`src/rtl/irq_mux_pkg.sv`:
```
package irq_mux_pkg;

    localparam int NUM_BANKS = 3;

    // Offset of each bank's shared line above the block of own lines
    typedef enum int {
        SH_BANK0 = 0,
        SH_BANK1 = 1,
        SH_BANK2 = 2
    } shared_idx_e;

endpackage

```
`src/rtl/irq_mux_cfg_reg.sv`:
```
module irq_mux_cfg_reg #(
    parameter int W = 32
) (
    input  logic         clk,
    input  logic         rst_n,
    input  logic         we,
    input  logic [W-1:0] wdata,
    output logic [W-1:0] ctrl
);

    typedef struct packed {
        logic [W-1:0] ctrl;
    } cfg_state_t;

    cfg_state_t st_d, st_q;

    always_comb begin
        st_d = st_q;
        if (we) begin
            st_d.ctrl = wdata;
        end
    end

    always_ff @(posedge clk or negedge rst_n) begin
        if (!rst_n) begin
            st_q <= '0;
        end else begin
            st_q <= st_d;
        end
    end

    assign ctrl = st_q.ctrl;

endmodule

```
`src/rtl/irq_mux_pair_route.sv`:
```
// One select bit per pin pair: 0 gives the own line to the low-bank pin,
// 1 gives it to the bank-2 pin; the loser is passed to its shared OR.
module irq_mux_pair_route #(
    parameter int PAIRS = 14
) (
    input  logic [PAIRS-1:0] sel,
    input  logic [PAIRS-1:0] lo_src,
    input  logic [PAIRS-1:0] hi_src,
    output logic [PAIRS-1:0] own_line,
    output logic [PAIRS-1:0] lo_shared,
    output logic [PAIRS-1:0] hi_shared
);

    for (genvar p = 0; p < PAIRS; p++) begin : g_pair
        assign own_line[p]  = sel[p] ? hi_src[p] : lo_src[p];
        assign lo_shared[p] = lo_src[p] & sel[p];
        assign hi_shared[p] = hi_src[p] & ~sel[p];
    end

endmodule

```
`src/rtl/irq_mux_shared_or.sv`:
```
module irq_mux_shared_or #(
    parameter int W = 14
) (
    input  logic [W-1:0] req,
    output logic         any_req
);

    assign any_req = |req;

endmodule

```
`src/rtl/irq_line_mux.sv`:
```
module irq_line_mux #(
    parameter int B0_W = 14,
    parameter int B1_W = 24,
    parameter int B2_W = 32
) (
    input  logic                       clk,
    input  logic                       rst_n,
    input  logic                       cfg_we,
    input  logic [B2_W-1:0]            cfg_wdata,
    output logic [B2_W-1:0]            cfg_rdata,
    input  logic [B0_W-1:0]            src_b0,
    input  logic [B1_W-1:0]            src_b1,
    input  logic [B2_W-1:0]            src_b2,
    output logic [B2_W+(B1_W-(B2_W-B0_W))+irq_mux_pkg::NUM_BANKS-1:0] irq_out
);

    import irq_mux_pkg::*;

    localparam int PAIR1_N  = B2_W - B0_W;
    localparam int SPARE1_N = B1_W - PAIR1_N;
    localparam int OWN_N    = B2_W + SPARE1_N;
    localparam int OUT_N    = OWN_N + NUM_BANKS;

    logic [B2_W-1:0]    ctrl;
    logic [B0_W-1:0]    own0, sh_b0, sh_b2_lo;
    logic [PAIR1_N-1:0] own1, sh_b1, sh_b2_hi;
    logic               any_b0, any_b1, any_b2;

    irq_mux_cfg_reg #(.W(B2_W)) i_cfg (
        .clk   (clk),
        .rst_n (rst_n),
        .we    (cfg_we),
        .wdata (cfg_wdata),
        .ctrl  (ctrl)
    );

    irq_mux_pair_route #(.PAIRS(B0_W)) i_route_b0 (
        .sel       (ctrl[B0_W-1:0]),
        .lo_src    (src_b0),
        .hi_src    (src_b2[B0_W-1:0]),
        .own_line  (own0),
        .lo_shared (sh_b0),
        .hi_shared (sh_b2_lo)
    );

    irq_mux_pair_route #(.PAIRS(PAIR1_N)) i_route_b1 (
        .sel       (ctrl[B2_W-1:B0_W]),
        .lo_src    (src_b1[PAIR1_N-1:0]),
        .hi_src    (src_b2[B2_W-1:B0_W]),
        .own_line  (own1),
        .lo_shared (sh_b1),
        .hi_shared (sh_b2_hi)
    );

    irq_mux_shared_or #(.W(B0_W)) i_or_b0 (
        .req     (sh_b0),
        .any_req (any_b0)
    );

    irq_mux_shared_or #(.W(PAIR1_N)) i_or_b1 (
        .req     (sh_b1),
        .any_req (any_b1)
    );

    irq_mux_shared_or #(.W(B2_W)) i_or_b2 (
        .req     ({sh_b2_hi, sh_b2_lo}),
        .any_req (any_b2)
    );

    assign irq_out[B0_W-1:0]    = own0;
    assign irq_out[B2_W-1:B0_W] = own1;

    if (SPARE1_N > 0) begin : g_spare
        assign irq_out[OWN_N-1:B2_W] = src_b1[B1_W-1:PAIR1_N];
    end

    assign irq_out[OWN_N + int'(SH_BANK0)] = any_b0;
    assign irq_out[OWN_N + int'(SH_BANK1)] = any_b1;
    assign irq_out[OUT_N - 1]              = any_b2;

    assign cfg_rdata = ctrl;

endmodule

```
`config.mk`:
```
export PLATFORM = sky130hd
export DESIGN_NAME = irq_line_mux
export DESIGN_NICKNAME = d
export VERILOG_FILES = /design/src/rtl/irq_mux_pkg.sv /design/src/rtl/irq_mux_cfg_reg.sv /design/src/rtl/irq_mux_pair_route.sv /design/src/rtl/irq_mux_shared_or.sv /design/src/rtl/irq_line_mux.sv
export SDC_FILE = /design/constraint.sdc
export NUM_CORES = 1
export LEC_CHECK = 0
export BUFFER_PORTS_ARGS = -buffer_cell sky130_fd_sc_hd__clkbuf_2
export CORE_MARGIN = 2
export CORE_UTILIZATION = 41
export DETAILED_ROUTE_END_ITERATION = 7
export MAX_ROUTING_LAYER = met4
export PLACE_DENSITY_LB_ADDON = 0.1
export SLEW_MARGIN = 40
export SYNTH_ARGS = -nofsm -noshare
export SYNTH_HDL_FRONTEND = slang
export SYNTH_SLANG_ARGS = --single-unit
```
`constraint.sdc`:
```
create_clock -name clk -period 3.7 [get_ports clk]
set_clock_uncertainty 0.2 [all_clocks]
set_input_delay 0.555 -clock clk [delete_from_list [all_inputs] [get_ports clk]]
set_output_delay 0.555 -clock clk [all_outputs]
set_load 0.02 [all_outputs]
```
==> summary by stage, run 1 <==
Drt
Before antenna repair, the detailed router went through 4 iterations. The count of unresolved DRC violations after routing is 0. The final antenna-violating net count is 0. The aggregate routed wire length is 6090 um. Dividing the detail-routed wire length by the instance count gives 14.9 um. The number of design-rule violations left by the first detailed-router iteration is 60. In the routed layout, each cell is associated on average with a via count of 4.97. The total number of vias is 2034.

Power and ir drop
The worst-case IR drop observed on VDD is 0.000189 V. The analysis attributes to cell leakage a power of 0.00161 uW. For this design the ratio of total power to cell area is 369 nW/um^2.

Final layout
The number of inserted filler cells in the final layout is 461. The number of nets in the layout is 446. The register with the most flip-flops in the layout has 32 of them. The post-synthesis to final-layout area growth is 43.7%. The share of final-layout standard cells stronger than drive strength 1 is 0.696. 0 antenna diodes ended up in the layout.

Worst setup path
The worst register-to-register path ends at i_cfg.ctrl[2]. Of all nets on the critical path, the largest fanout is 5. The startpoint of the worst-slack reg-to-reg timing path is i_cfg.ctrl[2]. The element type at the critical path end is an output port. The critical path runs through a total of 5 cells. The slowest stage of the critical path belongs to the cell dfrtp_1.

The minimum setup slack among reg-to-reg paths is 2.64 ns. The most critical setup path has its endpoint at irq_out[39]. The largest stage delay on the critical path is 0.43 ns.

Counting cells, the worst reg-to-reg path comes to 1. Walking the worst path, the cells encountered are a22o_1 -> a221oi_2 -> and3_1 -> nand4_1 -> clkbuf_2. The type of element launching the critical path is a flop. Among cell families on the critical path, the largest total delay comes from compound AO/OA/AOI/OAI gates. Counting both buffers and inverters, the worst setup path holds a total of 1. For the worst setup path, the data required time is 2.94 ns. The class of the most critical setup path is flop to output port. For the worst setup path, the data arrival time is 1.65 ns.

The worst setup path startpoint is i_cfg.ctrl[23].

GRT
The number of antenna violations at the first check in global routing is 0. The first global-routing pass estimated 8670 um of wire. The via count of the first global-routing pass is 1871. Across every metal layer, demand over resource in global routing totals 0.217. The total overflow left after global routing is 0. Entering global routing, the biggest net connects 33 pins.

Status
The flow ran to the end, and the final reports show no timing, DRC or antenna violations.

Synthesis
Among all flip-flop cells after synthesis, the most frequent one is dfrtp_1. The synthesized design contains 0 enable-type register cells. A synthesized cell averages 11.3 um^2. The share of synthesized registers carrying an async set or reset is 1.00. The post-synth design cell area is 2050 um^2. Of the post-synthesis cell area, the dominant cell type holds 0.390. After synthesis, the most frequently instantiated cells are mux2_2, dfrtp_1, inv_1. The instance count of the mapped netlist is 182. The number of unique standard cell types used by synthesis is 16. The net count after synthesis is 287. The most common cell in the synthesized netlist is mux2_2. Of all cell types, the one taking the most synthesized area is dfrtp_1. Ranked by total cell area, the synthesized netlist is headed by dfrtp_1, mux2_2, inv_1. Counting flops and latches in the post-synthesis netlist gives 32. The share of synthesized area occupied by flip-flops and latches is 0.390. The Yosys step of the flow raised 0 warnings.

Floorplanning
From bottom edge to top edge, the die measures 74.7 um. The floorplan has 25 rows. The die span in x is 74.7 um. The die area is 5590 um^2. Pin placement for this block handled 178 I/O pins. For this configuration, the core starts out at a cell density of 0.429.

The area of the core is 4790 um^2.

STA
The post-route clock period utilization is 0.650. Setup repair after global routing left no endpoint under its margin. For the pin with the worst max-slew slack, the measured transition is 0.743 ns.

The number of failing setup endpoints in the final timing report is 0. Based on the critical path, the design can be clocked at up to 416 MHz. Headroom to the max-slew limit came out at 0.504. The tightest hold margin is 0.108 ns. The number of failing hold endpoints at the final stage is 0. The count of pins over their slew limit was 0. The post-route minimum period is 2.41 ns. The aggregate negative setup slack is 0 ns.

Hold path
The worst hold path class is primary input to async pin.

CTS
The buffer cell driving the clock tree root is clkbuf_8. The number of buffers added for setup after CTS is 0. The largest buffer count on any clock path is 2.

TritonCTS built the clock tree. The H-tree generated during clock tree synthesis spans 2 levels. Counting the buffers created by CTS gives 5. The tree built by TritonCTS fans out to 32 sinks. After clock tree synthesis, the clock-pin slew on the worst setup and hold paths is 0.07 ns. The clock reaches the later pin of the worst-skew pair after 0.28 ns. The count of hold buffers inserted by post-cts repair is 0.

Once the clock tree was built, the resizer swapped 0 gates to a different size.

Placement
The placer congestion estimate is 0.838. The count of input and output buffers is 165. The half-perimeter wire length after placement is 5000 um.

Job
Across the run, the number of max-cap violations was 0.
## metal layers
layer | GRT usage | vias to the layer above | wire length (um) | share of wire
li1 | - | 983 | - | -
met1 | 0.264 | 948 | 2580 | 0.42
met2 | 0.357 | 97 | 3020 | 0.50
met3 | 0.0509 | 6 | 431 | 0.071
met4 | 0.0675 | 0 | 50 | 0.0082
met5 | - | - | 0 | 0
## logic make-up after synthesis
family | share of synthesized area
flip-flops | 0.390
buffers and inverters | 0.110
AND/OR/NAND/NOR | 0.0262
AO/OA/AOI/OAI | 0.122
multiplexers | 0.351
## cell type report
type,count,area [um^2],area share
clock inverter,2,10.0,0.00340
sequential,32,801,0.272
clock buffer,6,82.6,0.0280
multi-input combinational,105,1020,0.348
timing repair buffer,165,826,0.280
tap,67,83.8,0.0284
inverter,32,120,0.0407
## placed cells by master (no fill, tap or decap)
cell      Yosys  routed
nand2_1       1       1
nor4_1        4       4
buf_2         0       2
clkbuf_8      0       6
clkinv_2      0       2
o22ai_1      16      16
a22o_1        4       4
mux2_2       62      62
inv_1        32      32
mux2_1        2       2
a221oi_1      2       2
a22oi_1       7       7
a221oi_2      3       3
and3_1        1       1
dfrtp_1      32      32
nand4_1       3       3
clkbuf_2      1     163
## how the worst min path moves through the flow
stage,cells after the start,end,start
2_1_floorplan,0,i_cfg.ctrl[0],rst_n
3_3_place_gp,1,i_cfg.ctrl[1],i_cfg.ctrl[1]
3_5_place_dp,1,i_cfg.ctrl[1],i_cfg.ctrl[1]
4_1_cts,1,i_cfg.ctrl[31],rst_n
5_1_grt,1,i_cfg.ctrl[31],rst_n
6_report,1,i_cfg.ctrl[31],rst_n
## stage by stage
step	total power, uW	std cells	area (um^2)	utilization	setup WS, ns
floorplan	664	182	2050	-	1.64
global placement	812	401	2860	0.597	1.41
detailed placement	816	401	2860	0.597	1.38
CTS	1100	409	2950	0.616	1.27
global route	1140	409	2950	0.616	1.17
finish	1090	409	2950	0.616	1.29
## where the power goes
group / internal [uW] / switching (uW)
clock network: 148 / 133
registers: 385 / 54.1
logic: 174 / 193
total: 708 / 379
Note: power is estimated with default switching activity, not from simulation.
==> run 2, diff against run 1 <==
--- a/config.mk
+++ b/config.mk
@@ -5,9 +5,10 @@
 export SDC_FILE = /design/constraint.sdc
 export NUM_CORES = 1
 export LEC_CHECK = 0
+export ABC_AREA = 1
 export BUFFER_PORTS_ARGS = -buffer_cell sky130_fd_sc_hd__clkbuf_2
 export CORE_MARGIN = 2
-export CORE_UTILIZATION = 41
+export CORE_UTILIZATION = 35
 export DETAILED_ROUTE_END_ITERATION = 7
 export MAX_ROUTING_LAYER = met4
 export PLACE_DENSITY_LB_ADDON = 0.1
==> constraint.sdc (replaced) <==
create_clock -name clk -period 2.1 [get_ports clk]
set_clock_uncertainty 0.2 [all_clocks]
set_input_delay 0.315 -clock clk [delete_from_list [all_inputs] [get_ports clk]]
set_output_delay 0.315 -clock clk [all_outputs]
set_load 0.02 [all_outputs]
==> summary by stage, run 2 <==
Status
The flow ran to the end, and the final reports show no timing, DRC or antenna violations.

Final layout
The commonest non-fill, non-tap cell in the layout is nand2_1. The library cells used most frequently in the layout, excluding fill and tap cells, are nand2_1, clkbuf_2, o21ai_0. The total area of multi-input combinational cells is 1080 um^2 (+5.1%). The final standard cell area without fillers is 3070 um^2 (+4.2%).

The sequential cell area is 801 um^2 (unchanged). The number of flip-flops under the largest register name came to 32 (unchanged). Compared with the post-synthesis result, the final layout area differs by 43.0%.

The number of nets in the layout is 616 (+38%). The number of inserted filler cells in the final layout is 653 (+42%). The share of final-layout standard cells stronger than drive strength 1 was 0.365 (-0.331).

The number of diodes added for antenna fixing is 0 (unchanged).

Drt
The average wire per cell in the routed design came to 11.0 um (-26%). The total number of vias is 2580 (+27%). The aggregate routed wire length is 6460 um (+6.1%). The number of design-rule violations left by the first detailed-router iteration came to 115 (+92%). The final antenna-violating net count came to 0 (unchanged). The number of detailed-route iterations in the first pass was 4 (unchanged).

The ratio of routed vias to standard cells is 4.40 (-12%). The count of unresolved DRC violations after routing came to 0 (unchanged).

Synthesis
The mean post-synth cell area is 6.12 um^2 (-46%). The count of state elements after synthesis is 32 (unchanged). The commonest cells after synthesis are nand2_1, o21ai_0, dfrtp_1. The share of synthesized registers carrying an async set or reset came to 1.00 (unchanged).

The number of unique standard cell types used by synthesis is 16 (unchanged). The instance count of the mapped netlist is 351 (+93%). The number of enable flip-flop cells after synthesis was 0 (unchanged). The share of synthesized area occupied by flip-flops and latches came to 0.373 (-0.0175). The cell with the most instances after synthesis is nand2_1. The net count after synthesis came to 456 (+59%).

The most used flip-flop cell after synthesis is dfrtp_1. Ranked by total cell area, the synthesized netlist is headed by dfrtp_1, nand2_1, o21ai_0. Of all cell types, the one taking the most synthesized area is dfrtp_1. The Yosys warning count is 0 (unchanged). The area share of the leading cell type in the synthesized netlist is 0.373 (-0.0175). The post-synth design cell area is 2150 um^2 (+4.7%).

Worst setup path
The critical path goes through inv_1 -> nand2_1 -> nand2_1 -> nor2_1 -> nand2_1 -> nor2_1 -> nand2_1 -> clkbuf_2. The largest stage delay on the critical path was 0.40 ns (-0.03 ns). The class of the most critical setup path is flop to output port. The required time at the endpoint of the critical path was 1.58 ns (-1.36 ns). The maximum fanout encountered on the critical timing path came to 4 (-1). The slowest stage of the critical path belongs to the cell dfrtp_1. STA classifies the critical path endpoint as an output port.

The number of cells on the worst reg-to-reg path came to 2 (+1). The most common cell type on the critical path is nand2_1. The worst setup path is launched from a flop. The arrival time at the worst endpoint is 1.39 ns (-0.26 ns).

Power and ir drop
The worst ir drop on vdd is 0.000310 V (+64%). The power per cell area is 613 nW/um^2 (+66%). The total leakage power is 0.00194 uW (+20%).

The total power is 1880 uW (+73%).

STA
The post-route minimum period is 1.90 ns. The actual slew at the worst max-slew pin was 0.299 ns (-0.444 ns). The tightest hold margin is 0.0358 ns (-0.0727 ns). Setup repair after global routing left no endpoint under its margin. The worst relative slew slack came to 0.800 (+0.296). Of the available clock period, the critical path in the final layout requires 0.906. The number of failing setup endpoints in the final timing report was 0 (unchanged).

The aggregate negative setup slack is 0 ns (unchanged). The count of pins over their slew limit came to 0 (unchanged). The maximum frequency from static timing analysis is 526 MHz.

The number of failing hold endpoints at the final stage is 0 (unchanged).

Floorplanning
The area of the core is 5920 um^2 (+24%). The die span in x is 82.3 um (+10%). The number of top-level pins is 178 (unchanged). The site row count is 28 (+12%). The die span in y was 82.3 um (+10%). The die area is 6780 um^2 (+21%).

The initial cell density of the core was 0.363 (-0.0659).

GRT
The overall routing resource usage is 0.193 (-0.0234). The maximum number of pins on one net before global-route repair is 65 (+97%). The global-route wire length before repair was 9720 um (+12%). The global route total overflow was 0 (unchanged). The via count of the first global-routing pass is 2249 (+20%).

The number of antenna violations at the first check in global routing came to 0 (unchanged).

Hold path
The worst hold path belongs to the class primary input to flop. The depth of the worst hold-timing path is 3.

CTS
The clock transition at the registers of the reported paths is 0.07 ns (about the same). The buffer cell driving the clock tree root is clkbuf_8. TritonCTS built the clock tree.

The total of cells resized after clock tree synthesis came to 0 (unchanged). The clock insertion delay at the later pin of the skew report came to 0.28 ns (about the same). The maximum level of the CTS H-tree was 2 (unchanged). The TritonCTS sink count came to 32 (unchanged). The largest buffer count on any clock path came to 2 (unchanged).

The number of buffers added by the clock tree synthesis step is 5 (unchanged).

Placement
The half-perimeter wire length after placement was 5480 um (+9.6%). The post-placement cell area came to 2970 um^2 (+4.1%). The placer congestion estimate was 0.790 (-5.7%). The count of input and output buffers is 165 (unchanged).

Job
The number of max-cap violations came to 0 (unchanged).
-- run 2: kinds of logic (layout without fill, tap and decap cells) --
logic type / Yosys count / in the layout / share of synthesized area
AND/OR/NAND/NOR: 221 / 221 / 0.397
AO/OA/AOI/OAI: 45 / 45 / 0.105
flip-flops: 32 / 32 / 0.373
buffers and inverters: 53 / 214 / 0.126
-- run 2: metrics by stage --
| step | util | setup WS (ns) | cells |
|---|---|---|---|
| global route | 0.519 | 0.0461 | 587 |
| CTS | 0.519 | 0.142 | 587 |
| global placement | 0.502 | 0.459 | 578 |
| finish | 0.519 | 0.197 | 587 |
| floorplan | - | 0.518 | 351 |
| detailed placement | 0.502 | 0.477 | 578 |
-- run 2: layout make-up --
| type | instances | area share |
|---|---|---|
| Sequential cell | 32 | 0.261 |
| Timing Repair Buffer | 169 | 0.284 |
| Multi-Input combinational cell | 266 | 0.351 |
| Tap cell | 75 | 0.0305 |
| Inverter | 37 | 0.0452 |
| Clock buffer | 8 | 0.0293 |
-- run 2: final timing paths --
path	from	end	slack [ns]
min	cfg_wdata[21]	i_cfg.ctrl[21]	0.04
min reg2reg	i_cfg.ctrl[9]	i_cfg.ctrl[9]	0.37
max reg2reg	i_cfg.ctrl[27]	i_cfg.ctrl[27]	1.19
max	i_cfg.ctrl[0]	irq_out[40]	0.20
min in group asynchronous	rst_n	i_cfg.ctrl[5]	0.25
max in group asynchronous	rst_n	i_cfg.ctrl[25]	0.96
-- run 2: repair_timing --
item                      CTS  global route
buffers inserted            0             0
hold endpoints to repair   10             0
hold buffers                1             0
-- run 2: critical path: cells and delay by family, from the launching register on --
kind                   cells  cell delay (ns)
AND/OR/NAND/NOR            6             0.45
buffers and inverters      2             0.25
flip-flops                 1             0.40
-- run 2: metal layers --
metal | vias to the layer above | track usage | part of all wire
met4 | 0 | 0.0650 | 0.013
met5 | - | - | 0
met3 | 8 | 0.0500 | 0.095
met2 | 108 | 0.323 | 0.46
met1 | 1080 | 0.226 | 0.43
li1 | 1384 | - | -
-- run 2: report_power, final --
group | leakage (uW) | internal (uW) | total (uW) | switching (uW)
clock network | 0.0000455 | 267 | 488 | 221
logic | 0.00150 | 245 | 666 | 420
registers | 0.000389 | 672 | 731 | 58.4
==> run 3, diff against run 2 <==
--- a/config.mk
+++ b/config.mk
@@ -8,11 +8,12 @@
 export ABC_AREA = 1
 export BUFFER_PORTS_ARGS = -buffer_cell sky130_fd_sc_hd__clkbuf_2
 export CORE_MARGIN = 2
-export CORE_UTILIZATION = 35
+export CORE_UTILIZATION = 38
 export DETAILED_ROUTE_END_ITERATION = 7
 export MAX_ROUTING_LAYER = met4
 export PLACE_DENSITY_LB_ADDON = 0.1
 export SLEW_MARGIN = 40
 export SYNTH_ARGS = -nofsm -noshare
 export SYNTH_HDL_FRONTEND = slang
+export SYNTH_HIERARCHICAL = 1
 export SYNTH_SLANG_ARGS = --single-unit
==> summary by stage, run 3 <==
Drt
The average wire per cell in the routed design is 9.81 um (-11%). The final antenna-violating net count is 0 (unchanged). The number of design-rule violations left by the first detailed-router iteration is 55 (-52%).

The detailed-routed wire length on met2 is 3400 um (+14%). The aggregate routed wire length is 7030 um (+8.8%). The ratio of routed vias to standard cells was 4.14 (-5.7%). The number of detailed-route iterations in the first pass is 4 (unchanged). The count of unresolved DRC violations after routing is 0 (unchanged). The sum of routed wire segments on met1 is 3040 um (+9.9%). The topmost layer with routed signal wires is met4.

The total number of vias is 2967 (+15%). The detailed route wirelength on metal3 is 536 um (-12%).

STA
The post-route minimum period is 1.97 ns (+0.0724 ns). The aggregate negative setup slack is 0 ns (unchanged). The post-route clock period utilization is 0.940 (+0.0345).

Setup repair after global routing left no endpoint under its margin. The count of pins over their slew limit was 0 (unchanged). The worst relative slew slack is 0.729 (-0.0709). The maximum frequency from static timing analysis is 506 MHz (-3.7%). The number of failing hold endpoints at the final stage is 0 (unchanged). The actual slew at the worst max-slew pin was 0.406 ns (+0.106 ns). The number of failing setup endpoints in the final timing report is 0 (unchanged).

Synthesis
The post-synth design cell area is 2620 um^2 (+22%). The net count after synthesis is 580 (+27%). The area share of the leading cell type in the synthesized netlist is 0.334 (-0.0386). The Yosys warning count is 6 (+6). The share of synthesized registers carrying an async set or reset came to 1.00 (unchanged). The area fraction in compound gates after synthesis is 0 (-0.105). The simple-gate area share of the yosys netlist is 0.467 (+0.0704). The dominant combinational cell family by area after synthesis is simple AND/OR/NAND/NOR gates. The share of synthesized area occupied by flip-flops and latches is 0.306 (-0.0668). The instance count of the mapped netlist is 475 (+35%).

The number of unique standard cell types used by synthesis is 17 (+1). The portion of netlist area occupied by mux cells came to 0 (unchanged). The adder-cell share of the synthesized area is 0 (unchanged). The mean post-synth cell area is 5.51 um^2 (-10%). nand2_1 takes more of the synthesized area than any other cell.

The most used flip-flop cell after synthesis is dfrtp_1. The xor/xnor cell area share of the yosys netlist is 0 (unchanged). The count of state elements after synthesis is 32 (unchanged). By count the netlist is led by nand2_1, inv_1, nor2_1.

Yosys attributes the largest share of cell area to nand2_1, dfrtp_1, inv_1. In the post-synthesis netlist, the cell with the most instances is nand2_1. The number of enable flip-flop cells after synthesis is 0 (unchanged).

CTS
The largest buffer count on any clock path is 2 (unchanged). The TritonCTS sink count came to 32 (unchanged). The CTS tree is yes. The number of buffers added for setup after CTS was 0 (unchanged). The clock transition at the registers of the reported paths was 0.07 ns (about the same). The buffer cell driving the clock tree root is clkbuf_8.

The maximum level of the CTS H-tree was 2 (unchanged). The clock insertion delay at the later pin of the skew report is 0.27 ns (about the same). The number of buffers added by the clock tree synthesis step came to 5 (unchanged).

Worst setup path
STA classifies the critical path endpoint as an output port. The signal on the critical path passes through nor2_1 -> inv_1 -> nand2_1 -> nor2_1 -> nand2_1 -> nor2_2 -> nand2_1 -> clkbuf_2. The largest stage delay on the critical path is 0.44 ns (+0.04 ns). The critical path buffer and inverter count is 2 (unchanged).

On the critical path, the stage with the largest delay is an instance of dfrtp_1. The kind of cell with the highest combined delay along the critical path is simple AND/OR/NAND/NOR gates. The required time at the endpoint of the critical path is 1.58 ns (about the same). The class of the most critical setup path is flop to output port. The maximum fanout encountered on the critical timing path is 6 (+2).

The type of element launching the critical path is a flop. The most common cell type on the critical path is nand2_1. The arrival time at the worst endpoint was 1.46 ns (+0.07 ns).

Final layout
The post-synthesis to final-layout area growth is 34.2%. The number of nets in the layout is 740 (+20%). The number of flip-flops under the largest register name is 32 (unchanged). The number of diodes added for antenna fixing came to 0 (unchanged). The library cell used most frequently in the layout, excluding fill and tap cells, is nand2_1. Leaving out fill and tap cells, the most frequent cells in the layout are nand2_1, clkbuf_2, inv_1. The share of final-layout standard cells stronger than drive strength 1 came to 0.303 (-0.0618). The final cell utilization of the core is 0.523 (+0.00410).

Placement
The count of input and output buffers came to 165 (unchanged). The half-perimeter wire length after placement is 5710 um (+4.2%). The placer congestion estimate was 0.810 (+2.4%).

GRT
The via count of the first global-routing pass was 2515 (+12%). The global-route wire length before repair is 11000 um (+13%). The overall routing resource usage is 0.189 (-0.00443). The number of antenna violations at the first check in global routing is 0 (unchanged). The maximum number of pins on one net before global-route repair was 33 (-49%). The global route total overflow is 0 (unchanged).

Floorplanning
The die span in y is 87.0 um (+5.6%). The area of the core is 6720 um^2 (+13%). The site row count is 30 (+7.1%). The die span in x is 87.0 um (+5.6%).

The initial cell density of the core is 0.390 (+0.0267). The die area is 7570 um^2 (+12%). The number of top-level pins is 178 (unchanged).

Hold path
The worst hold path class is primary input to flop.

Status
The flow ran to the end, and the final reports show no timing, DRC or antenna violations.

Power and ir drop
The worst ir drop on vdd is 0.000231 V (-26%). The power per cell area is 552 nW/um^2 (-10%). The total leakage power is 0.00257 uW (+33%).

Job
The number of max-cap violations is 0 (unchanged).
-- run 3: changes by cell type after synthesis, sizes merged, moves of 41 or more --
cell	previous run	this run
inv	37	113
nand2	202	243
nor2	14	64
o21ai	42	0
-- run 3: where the power goes --
| group | internal [uW] | switching [uW] | leakage [uW] |
|---|---|---|---|
| logic | 268 | 428 | 0.00215 |
| registers | 673 | 85.1 | 0.000383 |
| clock network | 267 | 218 | 0.0000455 |
| total | 1210 | 731 | 0.00257 |
-- run 3: final timing paths --
check | endpoint | startpoint | cells past startpoint | slack (ns)
setup / recovery | irq_out[40] | i_cfg/ctrl[6] | 8 | 0.13
hold / removal | i_cfg/ctrl[24] | cfg_wdata[24] | 3 | 0.03
setup reg to reg | i_cfg/ctrl[30] | i_cfg/ctrl[30] | 2 | 1.21
hold reg to reg | i_cfg/ctrl[5] | i_cfg/ctrl[5] | 2 | 0.34
max in group asynchronous | i_cfg/ctrl[31] | rst_n | 3 | 0.97
min in group asynchronous | i_cfg/ctrl[5] | rst_n | 2 | 0.23
-- run 3: stage by stage --
step                hold slack (ns)  instance area, um^2  setup slack, ns  instances  total power, uW
global placement           -0.00163                 3400            0.372        707             1460
floorplan                    -0.181                 2620            0.471        475             1200
CTS                          0.0183                 3500           0.0467        716             1980
finish                       0.0295                 3510            0.125        716             1940
detailed placement        -0.000204                 3400            0.370        707             1470
global route                 0.0309                 3510           0.0104        716             2100
-- run 3: cell type report --
| class | instances | area (um^2) |
|---|---|---|
| timing repair buffer | 169 | 858 |
| inverter | 113 | 432 |
| multi-input combinational | 314 | 1220 |
| sequential | 32 | 808 |
| tap | 80 | 100 |
| fill | 795 | 3210 |
| clock buffer | 8 | 90.1 |
-- run 3: cells by family after synthesis --
logic type,Yosys count
simple gates,314
buf+inv,129
flops,32
-- run 3: tightest hold or removal path, delay by kind of cell --
| kind | cells | cell delay (ns) |
|---|---|---|
| simple gates | 2 | 0.09 |
| buf+inv | 1 | 0.07 |
-- run 3: per-layer routing --
metal / global-route usage / up-vias
met1: 0.225 / 1227
met2: 0.330 / 109
li1: - / 1626
met5: - / -
met3: 0.0351 / 5
met4: 0.0426 / 0
-- run 3: timing repair --
item,4_1_cts,5_1_grt
endpoints found under the hold margin,7,0
hold buffers,1,0
setup endpoints to repair,0,1
gates resized for setup,0,7
